File: src/rtl/amp_ctrl_pkg.sv
// Shared widths, word layout and helpers for the amplifier control port.
// Assumes a fixed 16-bit word: one read flag, 7 address bits, 8 data bits.
package amp_ctrl_pkg;
    localparam int WORD_W  = 16;
    localparam int ADDR_W  = 7;
    localparam int DATA_W  = 8;
    localparam int HDR_W   = ADDR_W + 1;
    localparam int CNT_W   = $clog2(WORD_W);

    typedef struct packed {
        logic              rd;
        logic [ADDR_W-1:0] addr;
        logic [DATA_W-1:0] data;
    } spi_word_t;

    // Limit an attenuation request to the largest legal step count.
    function automatic logic [5:0] clamp_atten(input logic [5:0] req, input int unsigned lim);
        return (int'(req) > lim) ? 6'(lim) : req;
    endfunction
endpackage

File: src/rtl/amp_pin_sync.sv
// Brings the asynchronous serial pins into the clk domain.
// Assumes clk is more than six times the serial clock rate.
// Outputs are the synchronised levels and one-cycle edge pulses for sclk.
module amp_pin_sync #(
    parameter int STAGES = 2
) (
    input  logic clk,
    input  logic rst_n,
    input  logic cs_n_in,
    input  logic sclk_in,
    input  logic mosi_in,
    output logic cs_n_s,
    output logic sclk_s,
    output logic mosi_s,
    output logic sclk_rise,
    output logic sclk_fall
);
    localparam int W = 3;

    logic [W-1:0] stage [STAGES];
    logic         sclk_d;

    genvar g;
    generate
        for (g = 0; g < STAGES; g++) begin : g_stage
            // Each stage delays the pin bundle by one clk.
            always_ff @(posedge clk) begin
                if (!rst_n) begin
                    stage[g] <= 3'b100;
                end else if (g == 0) begin
                    stage[g] <= {cs_n_in, sclk_in, mosi_in};
                end else begin
                    stage[g] <= stage[(g > 0) ? g-1 : 0];
                end
            end
        end
    endgenerate

    // Remembers the previous synchronised sclk for edge detection.
    always_ff @(posedge clk) begin
        if (!rst_n) sclk_d <= 1'b0;
        else        sclk_d <= stage[STAGES-1][1];
    end

    assign cs_n_s    = stage[STAGES-1][2];
    assign sclk_s    = stage[STAGES-1][1];
    assign mosi_s    = stage[STAGES-1][0];
    assign sclk_rise = sclk_s & ~sclk_d;
    assign sclk_fall = ~sclk_s & sclk_d;

    // An edge pulse never lasts two cycles.
    rise_single_chk: assert property (@(posedge clk) disable iff (!rst_n)
        sclk_rise |=> !sclk_rise);
endmodule

File: src/rtl/amp_spi_frame.sv
// Assembles 16-bit words from synchronised serial pins and serialises readback.
// Assumes edge pulses from amp_pin_sync; rd_data is combinational on hdr_addr.
// The bit counter clears whenever chip select is inactive.
module amp_spi_frame
    import amp_ctrl_pkg::*;
(
    input  logic              clk,
    input  logic              rst_n,
    input  logic              cs_n_s,
    input  logic              mosi_s,
    input  logic              sclk_rise,
    input  logic              sclk_fall,
    input  logic [DATA_W-1:0] rd_data,
    output logic [ADDR_W-1:0] hdr_addr,
    output logic              word_valid,
    output spi_word_t         word,
    output logic              miso
);
    localparam logic [CNT_W-1:0] LAST_HDR = CNT_W'(HDR_W - 1);
    localparam logic [CNT_W-1:0] LAST_BIT = CNT_W'(WORD_W - 1);

    logic [CNT_W-1:0]  bit_cnt;
    logic [WORD_W-2:0] shreg;
    logic              rd_mode;
    logic [DATA_W-1:0] tx_sh;
    logic              miso_q;
    logic              hdr_done;

    assign hdr_done   = !cs_n_s && sclk_rise && (bit_cnt == LAST_HDR);
    assign word_valid = !cs_n_s && sclk_rise && (bit_cnt == LAST_BIT);
    assign word       = {shreg, mosi_s};
    assign hdr_addr   = {shreg[ADDR_W-2:0], mosi_s};
    assign miso       = miso_q;

    // Shifts data in on rising edges and counts bits within the word.
    always_ff @(posedge clk) begin
        if (!rst_n || cs_n_s) begin
            bit_cnt <= '0;
            shreg   <= '0;
        end else if (sclk_rise) begin
            shreg   <= {shreg[WORD_W-3:0], mosi_s};
            bit_cnt <= (bit_cnt == LAST_BIT) ? '0 : bit_cnt + 1'b1;
        end
    end

    // Loads readback on the header byte and shifts it out on falling edges.
    always_ff @(posedge clk) begin
        if (!rst_n || cs_n_s) begin
            rd_mode <= 1'b0;
            tx_sh   <= '0;
            miso_q  <= 1'b0;
        end else begin
            if (hdr_done) begin
                rd_mode <= shreg[HDR_W-2];
                tx_sh   <= rd_data;
            end else if (word_valid) begin
                rd_mode <= 1'b0;
            end
            if (sclk_fall) begin
                miso_q <= rd_mode & tx_sh[DATA_W-1];
                tx_sh  <= {tx_sh[DATA_W-2:0], 1'b0};
            end
        end
    end


    no_word_idle_chk: assert property (@(posedge clk) disable iff (!rst_n)
        cs_n_s |-> !word_valid);

    miso_idle_chk: assert property (@(posedge clk) disable iff (!rst_n)
        (cs_n_s && $past(cs_n_s)) |-> !miso);

    miso_hold_chk: assert property (@(posedge clk) disable iff (!rst_n)
        (!cs_n_s && $past(!cs_n_s) && !$past(sclk_fall)) |-> $stable(miso));
endmodule

File: src/rtl/amp_gain_regs.sv
// Holds the gain/power-down register and decodes reads and writes.
// Assumes word_valid is a one-cycle pulse per complete word.
// Unused addresses neither store nor return data.
module amp_gain_regs
    import amp_ctrl_pkg::*;
#(
    parameter logic [ADDR_W-1:0] GAIN_ADDR = 7'h02,
    parameter int                ATTEN_MAX = 32,
    parameter int                ATTEN_RST = 32
) (
    input  logic              clk,
    input  logic              rst_n,
    input  logic              word_valid,
    input  spi_word_t         word,
    input  logic [ADDR_W-1:0] rd_addr,
    output logic [DATA_W-1:0] rd_data,
    output logic [5:0]        atten,
    output logic              pd_req
);
    logic wr_hit;

    assign wr_hit  = word_valid && !word.rd && (word.addr == GAIN_ADDR);
    assign rd_data = (rd_addr == GAIN_ADDR) ? {1'b0, pd_req, atten} : '0;

    // Stores attenuation (clamped) and the power-down request on a hit.
    always_ff @(posedge clk) begin
        if (!rst_n) begin
            atten  <= 6'(ATTEN_RST);
            pd_req <= 1'b0;
        end else if (wr_hit) begin
            atten  <= clamp_atten(word.data[5:0], ATTEN_MAX);
            pd_req <= word.data[6];
        end
    end


    atten_range_chk: assert property (@(posedge clk) disable iff (!rst_n)
        int'(atten) <= ATTEN_MAX);

    foreign_write_chk: assert property (@(posedge clk) disable iff (!rst_n)
        (word_valid && word.addr != GAIN_ADDR) |=> ($stable(atten) && $stable(pd_req)));

    hold_chk: assert property (@(posedge clk) disable iff (!rst_n)
        !word_valid |=> ($stable(atten) && $stable(pd_req)));
endmodule

File: src/rtl/amp_ctrl_spi.sv
// Top of the amplifier serial control port: pin sync, word assembly, registers.
// Assumes clk exceeds six times the serial clock; pd_pin is used as a level.
module amp_ctrl_spi
    import amp_ctrl_pkg::*;
#(
    parameter int SYNC_STAGES = 2,
    parameter int ATTEN_MAX   = 32
) (
    input  logic       clk,
    input  logic       rst_n,
    input  logic       spi_cs_n,
    input  logic       spi_sclk,
    input  logic       spi_mosi,
    output logic       spi_miso,
    input  logic       pd_pin,
    output logic [5:0] atten_code,
    output logic       pd_out
);
    logic              cs_n_s, sclk_s, mosi_s, sclk_rise, sclk_fall;
    logic [ADDR_W-1:0] hdr_addr;
    logic [DATA_W-1:0] rd_data;
    logic              word_valid;
    spi_word_t         word;
    logic              pd_req;

    amp_pin_sync #(.STAGES(SYNC_STAGES)) u_sync (
        .clk(clk), .rst_n(rst_n),
        .cs_n_in(spi_cs_n), .sclk_in(spi_sclk), .mosi_in(spi_mosi),
        .cs_n_s(cs_n_s), .sclk_s(sclk_s), .mosi_s(mosi_s),
        .sclk_rise(sclk_rise), .sclk_fall(sclk_fall)
    );

    amp_spi_frame u_frame (
        .clk(clk), .rst_n(rst_n),
        .cs_n_s(cs_n_s), .mosi_s(mosi_s),
        .sclk_rise(sclk_rise), .sclk_fall(sclk_fall),
        .rd_data(rd_data), .hdr_addr(hdr_addr),
        .word_valid(word_valid), .word(word), .miso(spi_miso)
    );

    amp_gain_regs #(.ATTEN_MAX(ATTEN_MAX), .ATTEN_RST(ATTEN_MAX)) u_regs (
        .clk(clk), .rst_n(rst_n),
        .word_valid(word_valid), .word(word), .rd_addr(hdr_addr),
        .rd_data(rd_data), .atten(atten_code), .pd_req(pd_req)
    );

    assign pd_out = pd_req | pd_pin;


    pin_pd_chk: assert property (@(posedge clk) disable iff (!rst_n)
        pd_pin |-> pd_out);

    reset_atten_chk: assert property (@(posedge clk)
        $past(!rst_n) |-> (int'(atten_code) == ATTEN_MAX && !pd_req));
endmodule

File: config.mk
export PLATFORM = sky130hd
export DESIGN_NAME = amp_ctrl_spi
export DESIGN_NICKNAME = d
export VERILOG_FILES = /design/src/rtl/amp_ctrl_pkg.sv /design/src/rtl/amp_pin_sync.sv /design/src/rtl/amp_spi_frame.sv /design/src/rtl/amp_gain_regs.sv /design/src/rtl/amp_ctrl_spi.sv
export SDC_FILE = /design/constraint.sdc
export NUM_CORES = 1
export LEC_CHECK = 0
export BUFFER_PORTS_ARGS = -buffer_cell sky130_fd_sc_hd__buf_2
export CAP_MARGIN = 20
export CORE_MARGIN = 2
export CORE_UTILIZATION = 57
export DETAILED_ROUTE_END_ITERATION = 10
export PLACE_DENSITY_LB_ADDON = 0.08
export RECOVER_POWER = 50
export SLEW_MARGIN = 10
export SYNTH_ARGS = -nofsm -noshare
export SYNTH_HDL_FRONTEND = slang
export SYNTH_SLANG_ARGS = --single-unit
File: constraint.sdc
create_clock -name clk -period 1.9 [get_ports clk]
set_clock_uncertainty 0.15 [all_clocks]
set_input_delay 0.19 -clock clk [delete_from_list [all_inputs] [get_ports clk]]
set_output_delay 0.19 -clock clk [all_outputs]
set_load 0.005 [all_outputs]
# Yosys cells after proc, flatten, opt, wreduce, memory -nomap -nowiden
# Memory sizes are Yosys's and may differ from the RTL's.
# Index checks and enable logic that the tools add are counted.
# W data, S select, Z words.
[totals] ff_bits=37 mem_bits_rw=6 memories=1
[mem_list] memory="u_sync.stage" depth=2 width=3 read_ports=2 rd_ports_with_merged_regs=0 wr=2 line="amp_pin_sync.sv:20" source="logic [W-1:0] stage [STAGES];"
[op_classes] addsub=1 magnitude_cmp=1 eq_ne=4 n_mux=11 bitwise=8 n_reduce_logical=12
[ops] operator="$mux W8" n=2
[ops] operator="$eq A7 B2 Y1 const B" n=2
[ops] operator="$mux W7" n=1
[ops] operator="$gt A6 B6 Y1 const B" n=1
[ops] operator="$mux W3" n=2
[ops] operator="$mux W6" n=1
[ops] operator="$logic_and A1 B1 Y1" n=5
[ops] operator="$add A4 B1 Y4 const B" n=1
[ops] operator="$eq A4 B3 Y1 const B" n=1
[ops] operator="$eq A4 B4 Y1 const B" n=1
[ops] operator="$mux W1" n=4
[ops] operator="$mux W4" n=1
[ops] operator="$reduce_bool A2 Y1" n=2
[ops] operator="$and A1 B1 Y1" n=3
[ops] operator="$logic_not A1 Y1" n=3
[ops] operator="$or A1 B1 Y1" n=3
[ops] operator="$not A1 Y1" n=2
[ops] operator="$reduce_or A2 Y1" n=1
[ops] operator="$logic_or A1 B1 Y1" n=1

# Depth between registers and ports, before layout
[logic_depth] word_depth=6 ltp_mapped=6

# Modules after synthesis
# From an unflattened synthesis, not the netlist that was laid out.
[hier_totals] cells_unflattened=187 hier_area_um2=1866.8
[modules_own_cells] mod="amp_spi_frame" instances=1 cells_per_inst=126 area_each_um2=1255.0
[modules_own_cells] mod="amp_gain_regs" instances=1 cells_per_inst=44 area_each_um2=409.1
[modules_own_cells] mod="amp_pin_sync" instances=1 cells_per_inst=16 area_each_um2=196.4
[modules_own_cells] mod="amp_ctrl_spi" instances=1 cells_per_inst=1 area_each_um2=6.3

# Worst setup path before layout
# No wires, ideal clock.
[synth_path] path_type="flip-flop to flip-flop" from="reg u_frame.bit_cnt[0]" to="reg u_regs.atten[2]" t_arrival_ns=1.336 slack_ns=0.284 stages_incl_launch_ff=7 path_buffers=1 period_less_slack_ns=1.616 path_cell_list="dfxtp_1 > ha_1 > nor4bb_1 > nand4_1 > clkbuf_1 > nand3_1 > o21ai_0"
[synth_via] elab_chain_len=4
[synth_rtl] item="start, declared" line="amp_spi_frame.sv:22" source="logic [CNT_W-1:0] bit_cnt;"
[synth_rtl] item="start signal, assigned" line="amp_spi_frame.sv:42" source="bit_cnt <= (bit_cnt == LAST_BIT) ? '0 : bit_cnt + 1'b1;"
[synth_rtl] item="$eq A4 B4 Y1" line="amp_spi_frame.sv:30" source="assign word_valid = !cs_n_s && sclk_rise && (bit_cnt == LAST_BIT);"
[synth_rtl] item="$logic_and A1 B1 Y1" line="amp_spi_frame.sv:30"
[synth_rtl] item="$logic_and A1 B1 Y1 (2 in a row)" line="amp_gain_regs.sv:22" source="assign wr_hit = word_valid && !word.rd && (word.addr == GAIN_ADDR);"
[synth_rtl] item="end signal, assigned" line="amp_gain_regs.sv:28" source="atten <= 6'(ATTEN_RST);"
[synth_rtl] item="end signal, assigned" line="amp_gain_regs.sv:31" source="atten <= clamp_atten(word.data[5:0], ATTEN_MAX);"
[synth_rtl] item="end, declared" line="amp_gain_regs.sv:17" source="output logic [5:0] atten,"
# Every way passes these cells.
# A chain may end at the register's enable or synchronous reset.

# Worst setup path after layout
[layout_path] from="reg u_frame.bit_cnt[0]" to="reg u_frame.tx_sh[2]"
[layout_via] elab_chain_len=3
[layout_rtl] item="$eq A4 B3 Y1" line="amp_spi_frame.sv:29" source="assign hdr_done = !cs_n_s && sclk_rise && (bit_cnt == LAST_HDR);"
[layout_rtl] item="$logic_and A1 B1 Y1" line="amp_spi_frame.sv:29"
[layout_rtl] item="$reduce_bool A2 Y1 (no line)"
[layout_rtl] item="end signal, assigned" line="amp_spi_frame.sv:55" source="tx_sh <= rd_data;"
[layout_rtl] item="end signal, assigned" line="amp_spi_frame.sv:61" source="tx_sh <= {tx_sh[DATA_W-2:0], 1'b0};"
[layout_rtl] item="end, declared" line="amp_spi_frame.sv:25" source="logic [DATA_W-1:0] tx_sh;"
# Every way passes these cells.

==> impl_results.md <==
- Top cells by area, synth: dfxtp_1 (51%), nand2_1 (9.8%), a21oi_1 (7.1%), o21ai_0 (3.3%), nand3_1 (2.4%)
- Top cell type's share of synthesized area: 50.8%
- Worst slew pin tran: 0.446 ns
- Total CTS buffers: 5
- Total power: 1.50 mW
- Hold wc startpoint: rst_n
- Worst Hold Class: in -> reg
- Largest family of logic cells by synthesized area: simple AND/OR/NAND/NOR gates
- Largest area contributor in the netlist: dfxtp_1
- CTS tree: built
- DRT Pass-1 Iters: 4
- Total GRT Usage: 21.7%
- Sink Count: 43
- Layout cell share with drive strength beyond 1: roughly 15%
- Vias in the first global route: 1,332
- Hold slack: 0.102 ns
- EDFF count, synth: 0
- P per Cell Area: between 700 and 800 nW/um^2
- Vias post-DR: about 1,400
- Main flop type after synthesis: dfxtp_1
- Status: finished, final reports clean
- DIE AREA: about 3400 sq um
- Post-synthesis cell type count: 31
- Slew margin rel.: between 70% and 80%
- Avg Inst Size Synth: 8.64 sq um
- Clock root cell: clkbuf_4
- Max Buffers Root-to-Sink: 2
- Worst reg2reg path endpoint: u_frame.tx_sh[2]$_SDFFE_PP0P_
- Crit path max fanout: 5
- Yosys reg bits: 43
- Placed inst area: 1810 sq um
- CP endpoint kind: flop
- Max-slew violation count: 0
- Antenna violations before repair: 0
- Compound-gate portion of the synthesized area: a little over an eighth
- Fin worst setup slack: between 0.1 and 0.15 ns
- Register clock-pin slew on the reported worst setup and hold paths: 0.12 ns
- R2R Setup Slk: approximately 0.13 ns
- First-pass GRT wire length: 5630 um
- Sequential fraction of the synthesis area: 50.8%
- Most common cell in the netlist: nand2_1
- Largest net degree at the start of global routing: 23
- # rows: 19
- Net Count, Synth: 203
- Leak Pwr: around 0.63 nW
- YS warnings: 0
- Post-synth top cells: nand2_1 (44), dfxtp_1 (43), a21oi_1 (24)
- Synth async-reset ratio: 0%
- CP arrival: 1.84 ns
- Worst VDD drop: 0.000882 V
- Pre-CTS setup slack: 0.161 ns
- Simple-gate share of the synthesized area: 28.4%
- Die H: 58.5 um
- WL/cell: 13.6 um
- 1st-iter DRT viols: 40
- Crit path launch type: flop
- Fin cells: around 250
- Final core occ: 68.6%
- Post-synthesis xor/xnor area fraction: 0.517%
- Placed Cells: 237
- Fin crit period: ~1.8 ns
- Hold worst-path end: u_regs.atten[5]$_SDFFE_PN1P_
- Crit Reg-Reg Startpoint: u_frame.bit_cnt[0]$_SDFFE_PP0N_
- Hold path depth: 3
- Routed WL: roughly 3400 um
- Hpwl dp: roughly 2400 um
- Crit path required time: approximately 2.0 ns
- I/O pin count: 14
- # diodes: 0
- Vias/cell: 5.67
- Final period util: 93.3%
- Syn Inst Count: ~200
- Mux share of post-synthesis cell area: under 10%
- Die W: 58.5 um
- Adder-Cell Fraction of Synth Area: 0.739%
- Design Area, Final: 1910 sq um
- Final GP Congestion: 0.840
- CP Class: reg -> reg
- Core ar.: approximately 2800 sq um
- Antenna-violating nets left: 0
- Number of I/O port buffers: 13
- Starting density of the core: 60.9%
- Fin nets: 223
- Final setup fails: 0
- Layout area overhead: 12.7%
- Reg2reg path depth: 5
- Unrepaired setup endpoints after global routing: no
- Post-route DRC: 0
- Peak Freq: 564 MHz
- Setup TNS: 0 ns
- Max cap viols: 0
- H-tree levels: 2
- GRT overflow: 0
- Worst skew pair latency: 0.34 ns
- Synth Cell Area: 1690 sq um
- Final hold vios: 0
==> repair_timing <==
action,4_1_cts,5_1_grt
endpoints found under the setup margin,0,1
gates resized for setup,0,1
hold endpoints to repair,3,0
setup buffers,0,0
hold buffers,3,0
==> layout by cell type (no fill, tap or decap) <==
cell type,instances
dlygate4sd3_1,3
o21ai_1,3
xor2_1,1
mux2i_1,2
inv_1,3
nand4_1,2
nand3_1,8
mux2_2,3
nor4b_1,1
nor2_1,6
nor4bb_1,2
clkbuf_4,5
and2_1,5
nor3_1,2
a311oi_1,1
clkbuf_2,1
nand3_2,1
a21oi_1,24
nand3b_1,5
clkbuf_1,3
o21ai_0,11
a32oi_1,3
nand2b_1,5
or2_2,1
nor4_2,1
buf_2,11
buf_4,6
or4b_4,1
nand2_1,44
nor4_4,1
dfxtp_1,43
ha_2,1
bufinv_16,1
or3_1,2
nor2b_1,4
==> sequential cells by signal, indices dropped and copies added (netlist names) <==
name and cells:
u_regs.atten 6, u_frame.tx_sh 8, u_sync.sclk_d 1, u_frame.shreg 15, u_sync.stage 6, u_regs.pd_req 1, u_frame.miso 1, u_frame.bit_cnt 4
u_frame.rd_mode 1
==> report_power, final <==
| part | switching [mW] | total [mW] | internal (mW) | leakage, nW |
|---|---|---|---|---|
| registers | 0.00446 | 0.912 | 0.908 | 0.348 |
| logic | 0.0273 | 0.0473 | 0.0201 | 0.241 |
| clock network | 0.268 | 0.539 | 0.272 | 0.0383 |
==> critical path: stages, from the launching register on <==
cell and delay (ns):
dfxtp_1 0.42, ha_2 0.24, nand2_1 0.11, or3_1 0.40, a32oi_1 0.25, o21ai_1 0.09
==> layout make-up <==
cell class | instances | area [sq um]
fillers | 241 | 873
flip-flops and latches | 43 | 861
multi-input cells | 140 | 783
repair buffers | 23 | 143
clock buffers | 6 | 41.3
well taps | 31 | 38.8
clock inverters | 1 | 30.0
inverters | 3 | 11.3
==> cell families after synthesis <==
| family | after synthesis |
|---|---|
| AO/OA/AOI/OAI | 42 |
| AND/OR/NAND/NOR | 91 |
| XOR/XNOR | 1 |
| buffers and inverters | 13 |
| adder cells (fa/ha/maj) | 1 |
| flip-flops | 43 |
| multiplexers | 5 |
==> metal layers <==
metal	GRT usage [%]	vias up	wire length (um)	part of all wire [%]
met1	26.3	651	1520	45
li1	-	708	-	-
met3	5.27	11	101	3.0
met2	35.5	30	1660	49
met5	0	-	0	0
met4	12.0	0	89	2.6
==> worst max-delay path by stage <==
stage / startpoint / to / slack (ns)
2_1_floorplan: u_frame.bit_cnt[0]$_SDFFE_PP0N_ / u_regs.atten[2]$_SDFFE_PN0P_ / 0.28
6_report: u_frame.bit_cnt[0]$_SDFFE_PP0N_ / u_frame.tx_sh[2]$_SDFFE_PP0P_ / 0.13
5_1_grt: u_frame.bit_cnt[0]$_SDFFE_PP0N_ / u_frame.tx_sh[2]$_SDFFE_PP0P_ / 0.03
3_5_place_dp: u_frame.bit_cnt[0]$_SDFFE_PP0N_ / u_frame.tx_sh[3]$_SDFFE_PP0P_ / 0.16
4_1_cts: u_frame.bit_cnt[0]$_SDFFE_PP0N_ / u_frame.tx_sh[2]$_SDFFE_PP0P_ / 0.15
3_3_place_gp: u_frame.bit_cnt[0]$_SDFFE_PP0N_ / u_frame.tx_sh[2]$_SDFFE_PP0P_ / 0.25
Note: power is estimated with default switching activity, not from simulation.
